$ cat src/rtl/evt_status_bank.sv
module evt_status_bank #(
  parameter int BYTES    = 2,
  parameter int ADDR_W   = 4,
  parameter int PWR_ADDR = BYTES
) (
  input  logic                 clk,
  input  logic                 rst_n,
  input  logic [8*BYTES-1:0]   evt_i,
  input  logic                 rd_en,
  input  logic [ADDR_W-1:0]    rd_addr,
  output logic [7:0]           rd_data,
  input  logic                 wr_en,
  input  logic [ADDR_W-1:0]    wr_addr,
  input  logic [7:0]           wr_data
);
  localparam int NF = 8 * BYTES;

  logic [NF-1:0] evt_q, flags_q, rise, rd_mask;
  logic          por_q, cancel;
  logic [7:0]    rd_byte;

  assign rise   = evt_i & ~evt_q;
  assign cancel = wr_en && (wr_addr == ADDR_W'(PWR_ADDR)) && wr_data[0];

  for (genvar b = 0; b < BYTES; b++) begin : g_mask
    assign rd_mask[b*8 +: 8] = {8{rd_en && (rd_addr == ADDR_W'(b))}};
  end

  always_comb begin
    rd_byte = '0;
    for (int b = 0; b < BYTES; b++)
      if (rd_addr == ADDR_W'(b)) rd_byte = flags_q[b*8 +: 8];
    if (rd_addr == ADDR_W'(PWR_ADDR)) rd_byte = {7'b0, por_q};
  end

  always_ff @(posedge clk or negedge rst_n) begin
    if (!rst_n) begin
      evt_q   <= '0;
      flags_q <= '0;
      por_q   <= 1'b1;
      rd_data <= '0;
    end else begin
      evt_q   <= evt_i;
      flags_q <= (flags_q & ~(rd_mask & flags_q)) | rise;
      if (cancel) por_q <= 1'b0;
      if (rd_en) rd_data <= rd_byte;
    end
  end
endmodule

$ cat config.mk
export PLATFORM = sky130hd
export DESIGN_NAME = evt_status_bank
export DESIGN_NICKNAME = d
export VERILOG_FILES = /design/src/rtl/evt_status_bank.sv
export SDC_FILE = /design/constraint.sdc
export NUM_CORES = 1
export LEC_CHECK = 0
export ABC_AREA = 1
export BUFFER_PORTS_ARGS = -buffer_cell sky130_fd_sc_hd__buf_2
export CAP_MARGIN = 20
export CORE_MARGIN = 3
export CORE_UTILIZATION = 23
export CTS_CLUSTER_SIZE = 16
export DETAILED_ROUTE_END_ITERATION = 10
export GPL_TIMING_DRIVEN = 0
export PLACE_DENSITY_LB_ADDON = 0.2
export SLEW_MARGIN = 30
export SYNTH_ARGS = -nofsm -noshare
export SYNTH_HDL_FRONTEND = slang
export SYNTH_SLANG_ARGS = --single-unit
$ cat constraint.sdc
create_clock -name clk -period 2.2 [get_ports clk]
set_input_delay 0.11 -clock clk [delete_from_list [all_inputs] [get_ports clk]]
set_output_delay 0.11 -clock clk [all_outputs]
set_load 0.05 [all_outputs]
==> results of run 1 <==
## worst reg2reg max path, stage by stage, from the launching register on
cell,delay [ns]
sky130_fd_sc_hd__dfstp_2,0.54
sky130_fd_sc_hd__inv_1,0.04
sky130_fd_sc_hd__nand3_1,0.07
sky130_fd_sc_hd__nand2_1,0.05
sky130_fd_sc_hd__inv_1,0.04
sky130_fd_sc_hd__nand2_1,0.04
sky130_fd_sc_hd__nand2_1,0.05
## registers in the layout (all words and copies together), names as in the netlist
name and cells:
flags_q 16, rd_data 8, evt_q 16, por_q 1
## power by group
part / internal [mW] / leakage [nW] / switching, mW
logic: 0.0738 / 0.590 / 0.120
registers: 0.795 / 0.454 / 0.0151
clock network: 0.370 / 0.0585 / 0.256
## kinds of logic after synthesis
group | after synthesis | share of synthesized area, %
AND/OR/NAND/NOR | 48 | 15.0
flip-flops | 41 | 64.3
AO/OA/AOI/OAI | 32 | 12.2
buffers and inverters | 32 | 8.46
## worst paths after layout
path	startpoint	end	slack [ns]	depth (start not counted)
min	wr_addr[1]	por_q	0.06	4
max	rd_data[4]	rd_data[4]	1.16	1
max reg2reg	por_q	rd_data[0]	1.32	6
min reg2reg	evt_q[13]	flags_q[13]	0.41	1
min in group asynchronous	rst_n	evt_q[1]	0.33	2
max in group asynchronous	rst_n	por_q	1.49	2
## per-stage QoR
stage	setup WS (ns)	utilization [%]	power [mW]	cell area, sq um	hold WS, ns
6_report	1.16	33.0	1.63	2160	0.0568
5_1_grt	1.11	33.0	1.72	2160	0.0696
4_1_cts	1.07	33.0	1.65	2150	0.0525
3_5_place_dp	1.14	28.6	1.00	1870	0.232
3_3_place_gp	1.15	28.6	0.999	1870	0.232
2_1_floorplan	1.36	-	0.925	1600	-0.186
## per-layer routing
layer | share of wire, % | global-route usage, % | vias up | wire length, um
met5 | 0 | 0 | - | 0
met1 | 45 | 11.6 | 552 | 1530
met4 | 1.6 | 3.65 | 0 | 55
met2 | 48 | 15.6 | 20 | 1620
li1 | - | - | 602 | -
met3 | 5.0 | 3.50 | 7 | 168
## cell usage after synthesis
library cell | count | area, sq um
sky130_fd_sc_hd__dfstp_2 | 1 | 26.3
sky130_fd_sc_hd__o21ai_1 | 18 | 90.1
sky130_fd_sc_hd__nand2_4 | 2 | 22.5
sky130_fd_sc_hd__nand2_1 | 28 | 105
sky130_fd_sc_hd__nand3b_1 | 1 | 7.51
sky130_fd_sc_hd__inv_4 | 1 | 6.26
sky130_fd_sc_hd__buf_4 | 1 | 7.51
sky130_fd_sc_hd__nor2_4 | 3 | 33.8
sky130_fd_sc_hd__nand3_1 | 11 | 55.1
sky130_fd_sc_hd__o22ai_1 | 7 | 43.8
sky130_fd_sc_hd__nor2_1 | 1 | 3.75
sky130_fd_sc_hd__nor3_1 | 1 | 5.00
sky130_fd_sc_hd__buf_6 | 1 | 11.3
sky130_fd_sc_hd__dfrtp_1 | 40 | 1000
sky130_fd_sc_hd__inv_1 | 27 | 101
sky130_fd_sc_hd__buf_2 | 1 | 5.00
sky130_fd_sc_hd__inv_2 | 1 | 3.75
sky130_fd_sc_hd__nor2_2 | 1 | 6.26
sky130_fd_sc_hd__o21ai_2 | 7 | 61.3
## area by class of cell
class	instances	area share (%)
clock inverters	1	1.39
inverters	29	5.16
multi-input cells	80	20.1
clock buffers	7	4.00
repair buffers	52	16.1
plain buffers	3	1.10
well taps	77	4.47
flip-flops and latches	41	47.6
## what timing repair did
action	4_1_cts	5_1_grt
hold buffers	17	0
endpoints found under the setup margin	0	0
hold endpoints to repair	56	0
==> results.py, run 1 <==
metrics = {
    "status": {
        "status": "complete, no violations",
    },
    "routing": {
        "drt-wirelength-per-cell_um": 11.6,
        "routed_via_density": 4.07,
        "first_pass_iters": 2,
        "routed-via-count": 1181,
        "routed_wirelength_um": 3370,
        "drc": 0,
        "detail_route.iter0.violations": 70,
        "ant_nets": 0,
    },
    "final_layout": {
        "syn2layout_area_growth_pct": 35.1,
        "final_net_count": 248,
        "multiInputGateArea_sq_um": 434,
        "final_common_cell": "sky130_fd_sc_hd__dfrtp_1",
        "fill_cells": 675,
        "final-instance-count-excl-fill": 290,
        "insertedDiodeCount": 0,
        "commonest_cells_after_routing_fill_and_taps_aside": "40 x sky130_fd_sc_hd__dfrtp_1, 35 x sky130_fd_sc_hd__buf_2, 28 x sky130_fd_sc_hd__nand2_1",
        "drive_above_1_share_pct": 28.6,
        "seq_area_sq_mm": 0.00103,
    },
    "setup_path": {
        "worst_endpoint_required_time_ns": 2.09,
        "setup_crit_end_kind": "primary output",
        "timing.critical_path.slowest_stage_cell": "sky130_fd_sc_hd__dfrtp_1",
        "cp-start-kind": "register",
        "critical_path_peak_fanout": 2,
        "timing.critical_path.arrival_ns": 0.93,
        "cp_num_buf_inv": 1,
        "critPathKind": "register to primary output",
        "critical-path-max-stage-delay_ns": 0.36,
        "critical_path.top_delay_family": "flip-flops",
        "timing.critical_path.cells": "buf_2",
    },
    "yosys": {
        "synth.cell_area_sq_mm": 0.00160,
        "postSynthAreaPerCell_sq_um": 10.4,
        "synth_sequential_area_ratio_pct": 64.3,
        "synth.distinct_cells": 19,
        "synth_cells": 153,
        "synth_seq_cells": 41,
        "postSynthNetCount": 189,
        "ys_warn_count": 0,
    },
    "sta": {
        "slew-limit-headroom_pct": 65.3,
        "tightestPinTransition_ns": 0.520,
        "slew_violations": 0,
        "finalWorstPathRequiredPeriod_ns": 1.04,
        "period_share_pct": 47.1,
        "final_hold_violations": 0,
        "skew_ns": 0.00345,
        "timing.fmax_ghz": 0.966,
        "setup_violations": 0,
        "fin_tns_setup_ns": 0,
        "rsz0062_at_grt": "false",
    },
    "floorplanning": {
        "design.die.area_sq_mm": 0.00798,
        "num_io_pins": 44,
        "fp-row-count": 29,
        "core_region_area_sq_mm": 0.00653,
        "die_width_um": 89.3,
        "fp.dieH_um": 89.3,
        "initial_core_utilization_pct": 24.4,
    },
    "power_and_ir_drop": {
        "power_density_mw_per_mm2": 756,
        "irDropWorstVdd_mv": 0.443,
        "power.leakage_nw": 1.10,
    },
    "cts": {
        "cts-root-to-sink-buffers": 2,
        "htreeDepth": 2,
        "tritoncts_buffers": 5,
        "clock_insertion_delay_worst_skew_ns": 0.29,
        "cts_setup_buffers": 0,
        "post_cts_resized": 0,
        "clk_transition_reported_paths_ns": 0.08,
        "cts_root_buf": "sky130_fd_sc_hd__clkbuf_8",
        "tritoncts": "built",
        "clock_sink_count": 41,
    },
    "place": {
        "place.port_buffers": 35,
        "place_congestion": 0.693,
        "place_inst": 265,
        "dpl.hpwl_um": 2380,
    },
    "hold_path": {
        "hold_class": "input pin to register",
    },
    "global_route": {
        "grt_util_all_layers_pct": 9.60,
        "grt_antenna_before_repair": 0,
        "grt_pass1_wl_um": 5720,
        "grt_remaining_overflow": 0,
        "first_global_vias": 1220,
        "grt_max_degree": 42,
    },
    "flow_run": {
        "max_cap_violations": 0,
    },
}
Power figures use the tool's default switching activity.
==> run 2, diff against run 1 <==
- clock period: 2.2 -> 0.94 ns (I/O delays scaled with it)
==> results.py, run 2 (synthesis gave the netlist of run 1 again) <==
metrics = {
    "status": {
        "status": "complete, no violations",
    },
    "floorplanning": {
        "initial_core_utilization_pct": 24.4,
        "design.die.area_sq_mm": 0.00798,
        "core_region_area_sq_mm": 0.00653,
        "fp-row-count": 29,
        "num_io_pins": 44,
        "die_width_um": 89.3,
        "fp.dieH_um": 89.3,
    },
    "place": {
        "dpl.hpwl_um": 2380,
        "dp_worst_slack_ns": -0.0556,
        "place.port_buffers": 35,
        "place_congestion": 0.693,
        "place_inst": 265,
    },
    "cts": {
        "clk_transition_reported_paths_ns": 0.08,
        "cts_root_buf": "sky130_fd_sc_hd__clkbuf_8",
        "htreeDepth": 2,
        "tritoncts": "built",
        "clock_insertion_delay_worst_skew_ns": 0.29,
        "clock_sink_count": 41,
        "cts-root-to-sink-buffers": 2,
        "tritoncts_buffers": 5,
    },
    "sta": {
        "skew_ns": 0.00335,
        "timing.fmax_ghz": 1.10,
        "final_hold_violations": 0,
        "period_share_pct": 96.5,
        "rsz0062_at_grt": "true",
        "tightestPinTransition_ns": 0.520,
        "layout_setup_ws_ns": 0.0327,
        "setup_violations": 0,
        "hold-worst-slack_ns": 0.0355,
        "slew_violations": 0,
        "slew-limit-headroom_pct": 65.3,
        "finalWorstPathRequiredPeriod_ns": 0.907,
    },
    "setup_path": {
        "cp-start-kind": "register",
        "setup_crit_end_kind": "primary output",
        "critical_path.top_delay_family": "flip-flops",
        "timing.critical_path.slowest_stage_cell": "sky130_fd_sc_hd__dfrtp_1",
        "cp_num_buf_inv": 1,
        "critical-path-max-stage-delay_ns": 0.38,
        "critPathKind": "register to primary output",
        "worst_endpoint_required_time_ns": 0.89,
        "timing.critical_path.cells": "buf_4",
        "critical_path_peak_fanout": 2,
        "timing.critical_path.arrival_ns": 0.86,
    },
    "final_layout": {
        "commonest_cells_after_routing_fill_and_taps_aside": "40 x sky130_fd_sc_hd__dfrtp_1, 28 x sky130_fd_sc_hd__nand2_1, 27 x sky130_fd_sc_hd__inv_1, 27 x sky130_fd_sc_hd__buf_2",
        "insertedDiodeCount": 0,
        "final-instance-count-excl-fill": 293,
        "syn2layout_area_growth_pct": 39.6,
        "drive_above_1_share_pct": 29.2,
        "biggestRegsByFlops": "evt_q (16), flags_q (16), rd_data (8)",
        "final_common_cell": "sky130_fd_sc_hd__dfrtp_1",
        "final_net_count": 251,
    },
    "routing": {
        "drt-wirelength-per-cell_um": 11.5,
        "drc": 0,
        "routed_via_density": 4.04,
        "first_pass_iters": 2,
        "detail_route.iter0.violations": 70,
        "routed-via-count": 1183,
        "ant_nets": 0,
        "routed_wirelength_um": 3380,
    },
    "global_route": {
        "first_global_vias": 1223,
        "grt_max_degree": 42,
        "grt_remaining_overflow": 0,
        "grt_antenna_before_repair": 0,
        "grt_pass1_wl_um": 5730,
        "grt_util_all_layers_pct": 9.62,
    },
    "power_and_ir_drop": {
        "power.leakage_nw": 1.12,
        "irDropWorstVdd_mv": 1.04,
        "power_density_mw_per_mm2": 1730,
        "finalPower_mw": 3.86,
    },
    "hold_path": {
        "hold_class": "input pin to register",
    },
    "flow_run": {
        "max_cap_violations": 0,
    },
}
run 2: path summary, 6_finish.rpt:
check                                 from    endpoint  slack, ns  depth (start not counted)
worst max-delay path            rd_data[2]  rd_data[2]       0.03                          1
worst min-delay path            wr_addr[0]       por_q       0.04                          4
worst max register to register       por_q  rd_data[0]       0.06                          6
worst min register to register    evt_q[9]  flags_q[9]       0.41                          1
max in group asynchronous            rst_n       por_q       0.30                          2
min in group asynchronous            rst_n    evt_q[1]       0.27                          2
run 2: final cells by class:
cell class                 instances  area (sq um)
sequential                        41          1030
timing repair buffer              55           419
inverter                          29           111
multi-input combinational         80           434
fill                             667          4300
clock buffer                       7          86.3
clock inverter                     1          30.0
buffer                             3          23.8
tap                               77          96.3
run 2: metal layers:
metal	vias to the layer above	GRT usage, %	share of wire (%)
met4	0	3.65	1.6
met3	7	3.50	4.8
met1	547	11.7	46
met5	-	0	0
li1	609	-	-
met2	20	15.5	48
run 2: timing repair:
item | CTS | global route
hold endpoints to repair | 65 | 40
gates cloned | 0 | 0
hold buffers | 17 | 1
buffers inserted | 0 | 2
resized for setup | 9 | 6
setup endpoints to repair | 8 | 7
run 2: stage by stage:
stage	utilization, %	TNS (ns)	area [sq um]
5_1_grt	34.1	-0.00804	2230
4_1_cts	33.4	0	2180
2_1_floorplan	-	0	1600
3_3_place_gp	28.6	-0.263	1870
3_5_place_dp	28.6	-0.346	1870
6_report	34.1	0	2230
run 2: power breakdown:
| group | internal [mW] | switching, mW | total [mW] |
|---|---|---|---|
| clock network | 0.866 | 0.599 | 1.47 |
| registers | 1.86 | 0.0400 | 1.90 |
| logic | 0.208 | 0.282 | 0.490 |
| total | 2.94 | 0.921 | 3.86 |
==> run 3, diff against run 2 <==
==> constraint.sdc (replaced) <==
create_clock -name clk -period 0.94 [get_ports clk]
set_input_delay 0.282 -clock clk [delete_from_list [all_inputs] [get_ports clk]]
set_output_delay 0.282 -clock clk [all_outputs]
set_load 0.05 [all_outputs]
==> results.py, run 3 (synthesis gave the netlist of run 1 again) <==
metrics = {
    "cts": {
        "clock_sink_count": 41,
        "htreeDepth": 2,
        "tritoncts_buffers": 5,
        "cts-root-to-sink-buffers": 2,
        "tritoncts": "built",
        "cts.hold.buffers_added": 0,
        "clk_transition_reported_paths_ns": 0.08,
        "clock_insertion_delay_worst_skew_ns": 0.29,
        "cts_root_buf": "sky130_fd_sc_hd__clkbuf_8",
    },
    "global_route": {
        "met2_usage_pct": 15.1,
        "grtUsageMet1_pct": 11.5,
        "grt_util_all_layers_pct": 9.46,
        "grt_antenna_before_repair": 0,
        "grt_pass1_wl_um": 5620,
        "first_global_vias": 1175,
        "grt_max_degree": 42,
        "globalRoute.busiestLayer": "met2",
        "use_met3_pct": 3.69,
        "grt_remaining_overflow": 0,
    },
    "sta": {
        "tightestPinTransition_ns": 0.521,
        "layout_setup_ws_ns": -0.197,
        "fin_tns_setup_ns": -1.46,
        "timing.fmax_ghz": 0.879,
        "final_hold_violations": 40,
        "slew-limit-headroom_pct": 65.3,
        "hold-worst-slack_ns": -0.0429,
        "rsz0062_at_grt": "true",
        "period_share_pct": 121,
        "finalWorstPathRequiredPeriod_ns": 1.14,
        "slew_violations": 0,
        "skew_ns": 0.00581,
        "setup_violations": 8,
    },
    "power_and_ir_drop": {
        "power_density_mw_per_mm2": 1760,
        "seq_power_share_pct": 49.5,
        "clock_power_share_pct": 37.8,
        "combinationalPowerShare_pct": 12.7,
        "power.leakage_nw": 1.11,
        "internal_power_mw": 2.93,
        "irDropWorstVdd_mv": 1.00,
        "finalPower_mw": 3.84,
        "power_switching_share_pct": 23.8,
        "p_switching_mw": 0.912,
    },
    "final_layout": {
        "fill_cells": 676,
        "drive_above_1_share_pct": 36.0,
        "final_net_count": 246,
        "final_core_utilization_pct": 33.3,
        "insertedDiodeCount": 0,
        "final-instance-count-excl-fill": 288,
        "syn2layout_area_growth_pct": 36.3,
        "final_common_cell": "sky130_fd_sc_hd__dfrtp_1",
        "commonest_cells_after_routing_fill_and_taps_aside": "40 x sky130_fd_sc_hd__dfrtp_1, 28 x sky130_fd_sc_hd__nand2_1, 27 x sky130_fd_sc_hd__inv_1, 27 x sky130_fd_sc_hd__buf_2, 18 x sky130_fd_sc_hd__o21ai_1",
        "biggestRegsByFlops": "evt_q (16), flags_q (16), rd_data (8)",
    },
    "setup_path": {
        "cp-start-kind": "register",
        "timing.critical_path.cells": "buf_6",
        "setup_crit_end_kind": "primary output",
        "worst_setup_path_startpoint": "rd_data[4]",
        "rr_endpoint": "rd_data[0]",
        "critical-path-max-stage-delay_ns": 0.40,
        "cell_depth_of_the_worst_setup_path": 1,
        "cp_num_buf_inv": 1,
        "critical_path_peak_fanout": 2,
        "r2r.worst_path.cells": 6,
        "timing.critical_path.to": "rd_data[4]",
        "critical_path.reg2reg.startpoint": "por_q",
        "timing.critical_path.arrival_ns": 0.86,
        "timing.critical_path.slowest_stage_cell": "sky130_fd_sc_hd__dfrtp_1",
        "critical_path.top_delay_family": "flip-flops",
        "worst_endpoint_required_time_ns": 0.66,
        "critPathKind": "register to primary output",
        "worst-r2r-setup-slack_ns": 0.06,
    },
    "routing": {
        "detail_route.iter0.violations": 81,
        "ant_nets": 0,
        "routed-via-count": 1174,
        "routed_via_density": 4.08,
        "drt-wirelength-per-cell_um": 11.9,
        "routed_wirelength_um": 3440,
        "drc": 0,
        "first_pass_iters": 2,
    },
    "place": {
        "place.port_buffers": 35,
        "place_inst": 265,
        "place_congestion": 0.693,
        "dpl.hpwl_um": 2380,
    },
    "floorplanning": {
        "num_io_pins": 44,
        "initial_core_utilization_pct": 24.4,
        "design.die.area_sq_mm": 0.00798,
        "fp.dieH_um": 89.3,
        "fp-row-count": 29,
        "die_width_um": 89.3,
        "core_region_area_sq_mm": 0.00653,
    },
    "status": {
        "failed_checks": "negative hold slack, negative setup slack",
        "status": "finished with violations",
    },
    "hold_path": {
        "hold_class": "input pin to async pin",
    },
    "flow_run": {
        "max_cap_violations": 0,
    },
}
==> run 3: layout make-up <==
cell class,count,area [sq um],share of cell area (%)
inverter,29,111,5.12
sequential,41,1030,47.2
buffer,3,23.8,1.09
clock inverter,1,30.0,1.38
clock buffer,7,86.3,3.97
multi-input combinational,80,448,20.6
timing repair buffer,50,353,16.2
tap,77,96.3,4.43
==> run 3: layer usage <==
metal | vias to the layer above | routed length [um]
met5 | - | 0
met4 | 0 | 55
met3 | 7 | 179
met2 | 20 | 1660
met1 | 551 | 1540
li1 | 596 | -
==> run 3: how the worst min path moves through the flow <==
stage	from	endpoint	depth (start not counted)
global route	rst_n	evt_q[1]	1
global placement	evt_q[8]	flags_q[8]	1
floorplan	rst_n	evt_q[0]	0
CTS	evt_i[6]	evt_q[6]	1
finish	rst_n	evt_q[1]	1
detailed placement	evt_q[15]	flags_q[15]	1
==> run 3: through the flow <==
step | hold WS (ns) | cell area [sq um] | worst slack [ns]
2_1_floorplan | -0.0136 | 1600 | 0.00224
5_1_grt | -0.0174 | 2180 | -0.236
4_1_cts | 0.0913 | 2070 | -0.207
6_report | -0.0429 | 2180 | -0.197
3_3_place_gp | 0.395 | 1870 | -0.284
3_5_place_dp | 0.397 | 1870 | -0.291
==> run 3: repair_timing <==
| item | in CTS | in global routing |
|---|---|---|
| gates resized for setup | 16 | 2 |
| hold endpoints to repair | 0 | 36 |
| endpoints found under the setup margin | 8 | 17 |
| setup buffers | 5 | 10 |
| pin swaps | 0 | 4 |
==> run 3: power groups by stage <==
stage,Combinational (mW),Sequential (mW),Clock [mW]
3_3_place_gp,0.406,1.93,0
6_report,0.488,1.90,1.45
4_1_cts,0.459,1.90,1.51
2_1_floorplan,0.156,2.01,0
5_1_grt,0.540,1.91,1.60
3_5_place_dp,0.409,1.93,0
